==> src/rtl/i2cm_en_pkg.sv <==
package i2cm_en_pkg;

  typedef enum logic [1:0] {
    EN_OFF   = 2'd0,
    EN_ON    = 2'd1,
    EN_DRAIN = 2'd2
  } en_state_e;

  // The drain may finish only once the engine has released the bus.
  function automatic logic drain_ok(input logic busy, input logic idle);
    return idle & ~busy;
  endfunction

endpackage

==> src/rtl/i2cm_en_fsm.sv <==
module i2cm_en_fsm
  import i2cm_en_pkg::*;
(
  input  logic clk,
  input  logic rst_n,
  input  logic en_wr,
  input  logic en_bit,
  input  logic eng_busy,
  input  logic eng_idle,
  output logic en_req,
  output logic core_en,
  output logic stop_req,
  output logic flush
);

  en_state_e state_q, state_d;
  logic      go_on, go_off, drain_done;

  assign go_on      = en_wr & en_bit;
  assign go_off     = en_wr & ~en_bit;
  assign drain_done = drain_ok(eng_busy, eng_idle);

  always_comb begin
    state_d = state_q;
    unique case (state_q)
      EN_OFF:   if (go_on) state_d = EN_ON;
      EN_ON:    if (go_off) state_d = EN_DRAIN;
      EN_DRAIN: begin
        if (go_on)           state_d = EN_ON;
        else if (drain_done) state_d = EN_OFF;
      end
      default:  state_d = EN_OFF;
    endcase
  end

  always_ff @(posedge clk or negedge rst_n) begin
    if (!rst_n) begin
      state_q <= EN_OFF;
      en_req  <= 1'b0;
      flush   <= 1'b0;
    end else begin
      state_q <= state_d;
      if (en_wr) en_req <= en_bit;
      flush   <= (state_q == EN_DRAIN) && (state_d == EN_OFF);
    end
  end

  assign core_en  = (state_q != EN_OFF);
  assign stop_req = (state_q == EN_DRAIN);

  AST_ENABLE_AT_ONCE: assert property (@(posedge clk) disable iff (!rst_n)
    (en_wr && en_bit) |=> core_en);
  AST_HOLD_WHILE_BUSY: assert property (@(posedge clk) disable iff (!rst_n)
    (core_en && eng_busy) |=> core_en);
  AST_FLUSH_ON_FALL: assert property (@(posedge clk) disable iff (!rst_n)
    $fell(core_en) |-> flush);
  AST_FLUSH_SINGLE: assert property (@(posedge clk) disable iff (!rst_n)
    flush |=> !flush);
  AST_REQ_READBACK: assert property (@(posedge clk) disable iff (!rst_n)
    en_wr |=> (en_req == $past(en_bit)));

endmodule

==> src/rtl/i2cm_cfg_bank.sv <==
module i2cm_cfg_bank #(
  parameter int NCFG       = 4,
  parameter int CFG_W      = 16,
  parameter int ADDR_W     = 10,
  parameter int TENBIT_POS = 4,
  localparam int SEL_W     = (NCFG > 1) ? $clog2(NCFG) : 1
) (
  input  logic                  clk,
  input  logic                  rst_n,
  input  logic                  locked,
  input  logic                  cfg_wr,
  input  logic [SEL_W-1:0]      cfg_sel,
  input  logic [CFG_W-1:0]      cfg_wdata,
  input  logic                  tar_wr,
  input  logic [ADDR_W-1:0]     tar_wdata,
  output logic [NCFG*CFG_W-1:0] cfg_q,
  output logic [ADDR_W-1:0]     tar_q
);

  // The ten-bit flag may be lowered only while the address is zero.
  function automatic logic [CFG_W-1:0] ctl_merge(input logic [CFG_W-1:0] old_v,
                                                 input logic [CFG_W-1:0] new_v,
                                                 input logic             tar_zero);
    logic [CFG_W-1:0] r;
    r = new_v;
    if (!tar_zero && old_v[TENBIT_POS]) r[TENBIT_POS] = 1'b1;
    return r;
  endfunction

  logic tar_zero;
  logic open_wr;

  assign tar_zero = (tar_q == '0);
  assign open_wr  = ~locked;

  always_ff @(posedge clk or negedge rst_n) begin
    if (!rst_n)                tar_q <= '0;
    else if (tar_wr && open_wr) tar_q <= tar_wdata;
  end

  for (genvar g = 0; g < NCFG; g++) begin : g_reg
    logic hit;
    assign hit = cfg_wr && open_wr && (cfg_sel == SEL_W'(g));
    if (g == 0) begin : g_ctl
      always_ff @(posedge clk or negedge rst_n) begin
        if (!rst_n)   cfg_q[CFG_W-1:0] <= '0;
        else if (hit) cfg_q[CFG_W-1:0] <= ctl_merge(cfg_q[CFG_W-1:0], cfg_wdata, tar_zero);
      end
    end else begin : g_plain
      always_ff @(posedge clk or negedge rst_n) begin
        if (!rst_n)   cfg_q[g*CFG_W +: CFG_W] <= '0;
        else if (hit) cfg_q[g*CFG_W +: CFG_W] <= cfg_wdata;
      end
    end
  end

  AST_CFG_LOCKED: assert property (@(posedge clk) disable iff (!rst_n)
    locked |=> $stable(cfg_q));
  AST_TAR_LOCKED: assert property (@(posedge clk) disable iff (!rst_n)
    locked |=> $stable(tar_q));
  AST_TENBIT_GUARD: assert property (@(posedge clk) disable iff (!rst_n)
    $fell(cfg_q[TENBIT_POS]) |-> ($past(tar_q) == '0));

endmodule

==> src/rtl/i2cm_enable_hs.sv <==
module i2cm_enable_hs #(
  parameter int NCFG       = 4,
  parameter int CFG_W      = 16,
  parameter int ADDR_W     = 10,
  parameter int TENBIT_POS = 4,
  localparam int SEL_W     = (NCFG > 1) ? $clog2(NCFG) : 1
) (
  input  logic                  clk,
  input  logic                  rst_n,
  input  logic                  en_wr,
  input  logic                  en_bit,
  input  logic                  eng_busy,
  input  logic                  eng_idle,
  input  logic                  cfg_wr,
  input  logic [SEL_W-1:0]      cfg_sel,
  input  logic [CFG_W-1:0]      cfg_wdata,
  input  logic                  tar_wr,
  input  logic [ADDR_W-1:0]     tar_wdata,
  output logic                  en_req_o,
  output logic                  core_en_o,
  output logic                  stop_req_o,
  output logic                  flush_o,
  output logic [NCFG*CFG_W-1:0] cfg_q_o,
  output logic [ADDR_W-1:0]     tar_q_o
);

  logic core_en_w;

  i2cm_en_fsm u_fsm (
    .clk      (clk),
    .rst_n    (rst_n),
    .en_wr    (en_wr),
    .en_bit   (en_bit),
    .eng_busy (eng_busy),
    .eng_idle (eng_idle),
    .en_req   (en_req_o),
    .core_en  (core_en_w),
    .stop_req (stop_req_o),
    .flush    (flush_o)
  );

  i2cm_cfg_bank #(
    .NCFG       (NCFG),
    .CFG_W      (CFG_W),
    .ADDR_W     (ADDR_W),
    .TENBIT_POS (TENBIT_POS)
  ) u_cfg (
    .clk       (clk),
    .rst_n     (rst_n),
    .locked    (core_en_w),
    .cfg_wr    (cfg_wr),
    .cfg_sel   (cfg_sel),
    .cfg_wdata (cfg_wdata),
    .tar_wr    (tar_wr),
    .tar_wdata (tar_wdata),
    .cfg_q     (cfg_q_o),
    .tar_q     (tar_q_o)
  );

  assign core_en_o = core_en_w;

  AST_NO_STOP_WHEN_OFF: assert property (@(posedge clk) disable iff (!rst_n)
    stop_req_o |-> core_en_o);

endmodule

==> config.mk <==
export PLATFORM = sky130hd
export DESIGN_NAME = i2cm_enable_hs
export DESIGN_NICKNAME = d
export VERILOG_FILES = /design/src/rtl/i2cm_en_pkg.sv /design/src/rtl/i2cm_en_fsm.sv /design/src/rtl/i2cm_cfg_bank.sv /design/src/rtl/i2cm_enable_hs.sv
export SDC_FILE = /design/constraint.sdc
export NUM_CORES = 1
export LEC_CHECK = 0
export BUFFER_PORTS_ARGS = -buffer_cell sky130_fd_sc_hd__buf_2
export CORE_UTILIZATION = 23
export DETAILED_ROUTE_END_ITERATION = 16
export GPL_ROUTABILITY_DRIVEN = 0
export RECOVER_POWER = 25
export SETUP_SLACK_MARGIN = 0.15
export SKIP_LAST_GASP = 1
export SLEW_MARGIN = 20
export SYNTH_ARGS = -nofsm -noshare
export SYNTH_HDL_FRONTEND = slang
export SYNTH_HIERARCHICAL = 1
export SYNTH_SLANG_ARGS = --single-unit
export TNS_END_PERCENT = 5
==> constraint.sdc <==
create_clock -name clk -period 2.5 [get_ports clk]
set_input_delay 0.125 -clock clk [delete_from_list [all_inputs] [get_ports clk]]
set_output_delay 0.125 -clock clk [all_outputs]
set_load 0.05 [all_outputs]
== Word level (Yosys, flattened, before mapping) ==
Index checks and enable logic that the tools add are counted.

* Register bits after elaboration: 78
* Output and inout port bits: 78
* Bits of input ports: 36

* Reductions and logical operators: 14
* Bitwise logic cells: 6
* Mux-type cells: 6
* Equality and inequality tests: 5

{| class="wikitable"
|+ Operators with widths
! operator !! count
|-
| $logic_not A10 Y1 || 1
|-
| $logic_and A1 B1 Y1 || 8
|-
| $mux W2 || 4
|-
| $eq A2 B2 Y1 const B || 3
|-
| $logic_not A2 Y1 || 3
|-
| $pmux W2 S3 || 1
|-
| $eq A2 B1 Y1 const B || 2
|-
| $and A1 B1 Y1 || 3
|-
| $not A1 Y1 || 3
|-
| $reduce_bool A2 Y1 || 1
|-
| $logic_not A1 Y1 || 1
|-
| $mux W1 || 1
|}

== Longest topological paths before layout ==
Gate-level depths: netlist of run 1.

* Word-level depth: 7
* Gate-level depth with buffers: 5
* Mapped depth without buffers: 4

== Modules after synthesis ==
The synthesis of run 1 kept the hierarchy.

{| class="wikitable"
|+ By module, submodules not included
! module !! instances !! cells an instance !! area each (µm²)
|-
| i2cm_cfg_bank || 1 || 164 || 2,831.5
|-
| i2cm_en_fsm || 1 || 16 || 190.2
|}

== Worst setup path after synthesis of run 1 ==
Ideal clock, no wire load.

* Path type: register to register
* From: register u_fsm.state_q[0]
* To: register u_cfg.cfg_q[10]
* Cell stages (with the launch flop): 5
* Setup time: 125 ps
* Required time: 2,375 ps
* Buffers on the path: 1
* Data arrival time: 1,942 ps
* Setup slack: 433 ps
* Path through: dfrtp_1 or2_1 nor4b_4 buf_6 mux2_2

* Cells in the longest elaborated chain, start to end: 4

{| class="wikitable"
|+ RTL lines
! what !! RTL line !! source
|-
| start, declared || i2cm_en_fsm.sv:16 || <nowiki>en_state_e state_q, state_d;</nowiki>
|-
| start signal, assigned || i2cm_en_fsm.sv:42 || <nowiki>state_q <= state_d;</nowiki>
|-
| $reduce_bool A2 Y1 || i2cm_en_fsm.sv:48 || <nowiki>assign core_en = (state_q != EN_OFF);</nowiki>
|-
| via core_en_o || i2cm_enable_hs.sv:20 || <nowiki>output logic core_en_o,</nowiki>
|-
| $not A1 Y1 || i2cm_cfg_bank.sv:34 || <nowiki>assign open_wr = ~locked;</nowiki>
|-
| $logic_and A1 B1 Y1 (2 in a row) || i2cm_cfg_bank.sv:43 || <nowiki>assign hit = cfg_wr && open_wr && (cfg_sel == SEL_W'(g));</nowiki>
|-
| end signal, assigned by index || i2cm_cfg_bank.sv:47 || <nowiki>else if (hit) cfg_q[CFG_W-1:0] <= ctl_merge(cfg_q[CFG_W-1:0], cfg_wdata, tar_zero);</nowiki>
|-
| end, declared || i2cm_cfg_bank.sv:16 || <nowiki>output logic [NCFG*CFG_W-1:0] cfg_q,</nowiki>
|}

The timed path passes the listed nets, and every way through them passes these cells.
A chain may end at the register's enable or synchronous reset.

== Worst setup path after layout of run 1 ==
* From: register u_fsm.state_q[1]
* To: register u_cfg.cfg_q[42]

* Cells in the longest elaborated chain, start to end: 4

{| class="wikitable"
|+ RTL lines
! what !! RTL line !! source
|-
| $reduce_bool A2 Y1 || i2cm_en_fsm.sv:48 ||
|-
| $not A1 Y1 || i2cm_cfg_bank.sv:34 ||
|-
| $logic_and A1 B1 Y1 (2 in a row) || i2cm_cfg_bank.sv:43 ||
|-
| end signal, assigned by index || i2cm_cfg_bank.sv:52 || <nowiki>else if (hit) cfg_q[g*CFG_W +: CFG_W] <= cfg_wdata;</nowiki>
|}

No other way between the ends.

==> results.md, run 1 <==
- Run status: completed
- Total power density per cell area: 1370 nW/um^2
- Total length of routed wires: 6860 um
- Post-synthesis area per instance: 16.8 sq um
- Final Total Pwr: 5.57 mW
- DR iter-0 viols: 46
- Die Outline Area: 13600 sq um
- Type of the tightest min-delay check: in2reg
- Finish-stage setup viols: 0
- Count of different cell masters after synthesis: 23
- Relative contribution of combinational cells to total power: 0.449
- Post-Synth Adder-Cell Area: 0
- Synthesized cell area: 3020 sq um
- Area overhead of the layout relative to synthesis: 34.8%
- Overall routing resource usage: 0.106
- Flip-flop and latch count after synthesis: 78
- Longest individual stage delay on the worst path: 0.67 ns
- Pre-CTS setup slack: 0.539 ns
- Count of H-tree levels built during CTS: 3
- Final Cycle Share: 0.770
- Worst-path cell chain: or2_1, and4bb_2, mux2_2
- Aggregate global routing overflow: 0
- Buffers added on ports: 113
- First-pass GRT wire length: 10500 um
- Antenna cells: 0
- R2R Path End: u_cfg/cfg_q[42]
- Combinational family with the most area after synthesis: multiplexers
- Hold endpoint: u_cfg/tar_q[5]
- Drt wl/cell: 14.3 um
- Slowest cell on the critical path: sky130_fd_sc_hd__and4bb_2
- Number of standard cells after synthesis: 180
- Top-level port count: 114
- CTS clock-pin slew for the worst setup and hold paths: 0.06 ns
- Multiplexer fraction of the synthesized cell area: 0.272
- CTS tree: built
- Worst r2r src: u_fsm/state_q[1]
- Via/cell ratio: 4.04
- Setup slack of the worst register-to-register path: 0.58 ns
- Critical path buffers and inverters: 0
- Maximum frequency from static timing analysis: 0.520 GHz
- Arrival time at the worst endpoint: 2.14 ns
- Maximum fanout encountered on the critical timing path: 16
- Post-detail-place hpwl: 5000 um
- Category of the critical setup timing path: reg2reg
- Number of nets in the layout: 339
- Post-synthesis share of cell area spent on and, or, nand and nor gates: 0.0526
- Worst-case vdd ir drop: 562 uV
- Setup WS post-layout: 0.576 ns
- Y dimension of the die: 117 um
- # resized after CTS: 0
- Crit path capture type: flop
- Yosys synthesis warning count: 6
- Data required, critical path: 2.72 ns
- Static leakage power: 1.92 nW
- Sequential share of the synthesized area: 0.646
- Number of cell instances on the worst register-to-register path: 3
- Fin Setup TNS: 0 ns
- Unrepaired setup endpoints after global routing: no
- Synthesized-area fraction occupied by xor and xnor cells: 0
- Power share of the clock group: 0.211
- Buffers from clock root to sink, at most: 2
- Max-cap violations: 0
- Antenna violation net count after detailed routing: 0
- Worst Min Path Start: tar_wdata[5]
- Number of global-route vias before repair: 1949
- Number of antenna violations at the first check in global routing: 0
- Pint: 2.98 mW
- Worst hold path stage count: 2
- Shortest clock period the worst path allows after layout: 1.92 ns
- Starting density of the core: 0.238
- Number of hold-slack violations in the final timing report: 0
- CTS Buf Count: 9
- Launching element type of the critical path: flop
- Share of the synthesized area in compound gates (AO/OA/AOI/OAI): 0.0104
- Vias post-DR: 1941
- Cell family with the largest share of critical-path delay: simple AND/OR/NAND/NOR gates
- DR pass1 iterations: 4
- Share of post-route cells with drive strength above 1: 0.692
- Net Count, Synth: 216
- Sw Share: 0.464
- Slew @ Worst Pin: 0.940 ns
- Placement Rows: 41
- Proportion of power drawn by flip-flops and latches: 0.341
- Cell at the root of the clock tree: sky130_fd_sc_hd__clkbuf_16
- Max-slew violation count: 0
- Worst slew margin relative to its limit: 0.373
- Final Util: 0.320
- CTS sink count: 78
- Core outline area: 12700 sq um
- Worst-Skew Late Latency: 0.33 ns
- Psw: 2.59 mW
- Setup skew after layout: 0.00293 ns
- Die Span X: 117 um
- Largest net degree at the start of global routing: 79
- Number of remaining DRC errors: 0
[worst max path at each step]
stage / startpoint / end / slack [ns] / cells after the start
finish: u_fsm/state_q[1] / u_cfg/cfg_q[42] / 0.58 / 3
global route: u_fsm/state_q[1] / u_cfg/cfg_q[39] / 0.46 / 3
CTS: u_fsm/state_q[0] / u_cfg/cfg_q[42] / 0.53 / 3
detailed placement: u_fsm/state_q[0] / u_cfg/cfg_q[42] / 0.54 / 3
global placement: u_fsm/state_q[0] / u_cfg/cfg_q[32] / 0.63 / 3
floorplan: u_fsm/state_q[0] / u_cfg/cfg_q[10] / 0.43 / 4
[routing by layer]
metal / wire length, um / global-route usage / vias up
li1: - / - / 894
met1: 2980 / 0.130 / 966
met2: 3260 / 0.161 / 71
met3: 528 / 0.0493 / 10
met4: 94 / 0.0422 / 0
met5: 0 / 0 / -
[cell families after synthesis]
logic type             after synthesis
buffers and inverters                8
flip-flops                          78
AND/OR/NAND/NOR                     17
multiplexers                        73
AO/OA/AOI/OAI                        4
[worst register-to-register path: cells and delay by family (launching register included)]
kind / cells / cell delay, ns
DFF: 1 / 0.41
and+or+nand+nor: 2 / 0.99
muxes: 1 / 0.40
[area by class of cell]
type / instances / area [sq um]
fillers: 1327 / 8650
flip-flops and latches: 78 / 1950
repair buffers: 119 / 626
inverters: 1 / 3.75
clock buffers: 10 / 229
clock inverters: 6 / 38.8
multi-input cells: 94 / 1010
well taps: 172 / 215
[cells in the final DEF (no fill, tap or decap), drive strengths merged]
cell type	netlist	final
clkbuf	0	11
and4bb	3	3
nand2b	1	1
dfrtp	78	78
nor4	2	2
nor4b	1	1
nor2	2	2
or2	1	1
clkinvlp	0	2
mux2	73	73
and2b	1	1
clkinv	0	4
nand4b	1	1
dlygate4sd3	0	1
a22o	1	1
a211oi	1	1
nand2	1	1
a32o	1	1
nor2b	3	3
inv	1	1
nand4	1	1
buf	7	117
o21ai	1	1
[repair_timing]
item | CTS | global route
buffers inserted | 0 | 0
hold buffers | 1 | 0
endpoints found under the hold margin | 47 | 0
[synthesized netlist by cell type, drive strengths merged]
master	n	area [sq um]
a211oi	1	7.51
a22o	1	8.76
a32o	1	10.0
and2b	1	8.76
and4bb	3	37.5
buf	7	53.8
dfrtp	78	1950
inv	1	3.75
mux2	73	822
nand2	1	6.26
nand2b	1	6.26
nand4	1	6.26
nand4b	1	15.0
nor2	2	7.51
nor2b	3	28.8
nor4	2	12.5
nor4b	1	23.8
o21ai	1	5.00
or2	1	6.26
[sequential cells by signal, indices dropped and copies added, names as in the netlist]
name           cells
u_cfg/cfg_q       64
u_cfg/tar_q       10
u_fsm/state_q      2
u_fsm/en_req       1
u_fsm/flush        1
[per-stage QoR]
step	instance area, sq um	std cells	hold slack, ns
after floorplan	3020	180	-0.171
after global placement	3780	462	0.335
after detailed placement	3780	462	0.356
after CTS	4060	479	0.00630
after global routing	4070	480	0.0115
final	4070	480	0.0215
[power by group through the flow]
stage,clock network (mW),logic [mW],registers [mW]
floorplan,0,0.433,3.38
global placement,0,2.49,1.90
detailed placement,0,2.52,1.92
CTS,1.22,2.52,1.90
global route,1.27,2.61,1.95
finish,1.17,2.50,1.90
(Power assumes the default switching activity.)
==> run 2: changes to the inputs <==
==> constraint.sdc (replaced) <==
create_clock -name clk -period 1.79 [get_ports clk]
set_input_delay 0.0895 -clock clk [delete_from_list [all_inputs] [get_ports clk]]
set_output_delay 0.0895 -clock clk [all_outputs]
set_load 0.05 [all_outputs]
==> results.md, run 2 (synthesis results as in run 1) <==
- Worst-Skew Late Latency: 0.33 ns
- Maximum fanout encountered on the critical timing path: 16
- CTS Buf Count: 9
- Worst Min Path Start: en_bit
- Crit path capture type: flop
- Type of the tightest min-delay check: in2reg
- Total power density per cell area: 1890 nW/um^2
- DR pass1 iterations: 3
- Total length of routed wires: 7050 um
- Number of hold-slack violations in the final timing report: 0
- Cell at the root of the clock tree: sky130_fd_sc_hd__clkbuf_16
- Area overhead of the layout relative to synthesis: 41.8%
- Final cell area excluding filler cells: 4280 sq um
- Maximum frequency from static timing analysis: 0.618 GHz
- CTS clock-pin slew for the worst setup and hold paths: 0.06 ns
- Number of antenna violations at the first check in global routing: 0
- Hold endpoint: u_fsm/en_req
- # resized after CTS: 0
- Finish-stage setup viols: 0
- Core outline area: 12700 sq um
- Run status: completed
- Number of flip-flops under the largest register name: 64
- Max-cap violations: 0
- Count of H-tree levels built during CTS: 3
- Number of global-route vias before repair: 2084
- Registers with the most flip-flops: u_cfg/cfg_q: 64 flops, u_cfg/tar_q: 10 flops, u_fsm/state_q: 2 flops
- Area after detailed placement: 3860 sq um
- Slew @ Worst Pin: 1.05 ns
- Worst hold path stage count: 3
- Worst-case vdd ir drop: 1010 uV
- Antenna violation net count after detailed routing: 0
- Y dimension of the die: 117 um
- Number of remaining DRC errors: 0
- Static leakage power: 2.02 nW
- Most frequent standard cell in the layout excluding fill and tap cells: sky130_fd_sc_hd__buf_2
- Top-level port count: 114
- Category of the critical setup timing path: reg2reg
- Die Outline Area: 13600 sq um
- DR iter-0 viols: 109
- Fin Setup TNS: 0 ns
- Final Cycle Share: 0.905
- Final Util: 0.337
- R2R Path End: u_cfg/cfg_q[37]
- Die Span X: 117 um
- Shortest clock period the worst path allows after layout: 1.62 ns
- Starting density of the core: 0.238
- Max-slew violation count: 0
- Via/cell ratio: 4.12
- Overall routing resource usage: 0.111
- Antenna cells: 0
- Worst r2r src: u_fsm/state_q[1]
- Arrival time at the worst endpoint: 1.83 ns
- Top library cells by usage in the layout, fill and taps aside: sky130_fd_sc_hd__buf_2, sky130_fd_sc_hd__dfrtp_1, sky130_fd_sc_hd__mux2_2, sky130_fd_sc_hd__dlygate4sd3_1, sky130_fd_sc_hd__clkbuf_16
- Largest net degree at the start of global routing: 42
- First-pass GRT wire length: 11100 um
- Buffers added on ports: 113
- Pre-CTS setup slack: 0.164 ns
- Worst slew margin relative to its limit: 0.297
- CTS tree: built
- CTS sink count: 78
- Largest reg by FF count: u_cfg/cfg_q
- Buffers from clock root to sink, at most: 2
- Data required, critical path: 2.00 ns
- Share of post-route cells with drive strength above 1: 0.669
- Post-detail-place hpwl: 4990 um
- Vias post-DR: 2037
- Setup slack of the worst register-to-register path: 0.17 ns
- Final Total Pwr: 8.10 mW
- Setup skew after layout: 0.00389 ns
- Number of nets in the layout: 354
- Drt wl/cell: 14.2 um
- Post-CTS setup buffers: 0
- Aggregate global routing overflow: 0
- Fill cells: 1301
- Setup WS post-layout: 0.171 ns
- Unrepaired setup endpoints after global routing: yes
- Placement Rows: 41
- Number of cell instances on the worst register-to-register path: 4
- Launching element type of the critical path: flop
## run 2: worst max path at each step
stage | slack (ns) | endpoint | start
6_report | 0.17 | u_cfg/cfg_q[37] | u_fsm/state_q[1]
5_1_grt | 0.12 | u_cfg/cfg_q[43] | u_fsm/state_q[1]
4_1_cts | 0.15 | u_cfg/cfg_q[37] | u_fsm/state_q[1]
3_5_place_dp | 0.16 | u_cfg/cfg_q[37] | u_fsm/state_q[1]
3_3_place_gp | 0.19 | u_cfg/cfg_q[9] | u_fsm/state_q[1]
2_1_floorplan | -0.03 | u_cfg/cfg_q[10] | u_fsm/state_q[0]
## run 2: worst max-delay path, cell delays in order (launching register included)
cell and delay, ns:
sky130_fd_sc_hd__dfrtp_1 0.37, sky130_fd_sc_hd__or2_4 0.28, sky130_fd_sc_hd__and4bb_2 0.33, sky130_fd_sc_hd__buf_12 0.17, sky130_fd_sc_hd__mux2_2 0.35
## run 2: layer usage
metal	vias up	wire length, um	track usage
met4	0	123	0.0464
li1	922	-	-
met1	1027	3030	0.128
met2	77	3360	0.181
met3	11	540	0.0457
met5	-	0	0
## run 2: through the flow
stage,cells,hold WS (ns)
after floorplan,180,-0.206
after global placement,467,0.104
after detailed placement,467,0.107
after CTS,495,0.0106
after global routing,495,0.0159
final,495,0.00459
## run 2: final cells by class
type	instances	area (sq um)	area share
clock buffers	12	246	0.0575
repair buffers	134	790	0.184
flip-flops and latches	78	1950	0.456
well taps	172	215	0.0502
clock inverters	4	70.1	0.0164
multi-input cells	94	1010	0.235
inverters	1	3.75	0.000876
## run 2: where the power goes
part / total (mW) / switching [mW] / internal [mW] / leakage, nW
logic: 3.52 / 2.60 / 0.917 / 0.926
registers: 2.65 / 0.302 / 2.35 / 0.935
clock network: 1.93 / 0.679 / 1.25 / 0.157
total: 8.10 / 3.58 / 4.52 / 2.02
## run 2: timing repair
action | in CTS | in global routing
hold buffers | 12 | 0
hold endpoints to repair | 51 | 0
setup endpoints to repair | 0 | 40
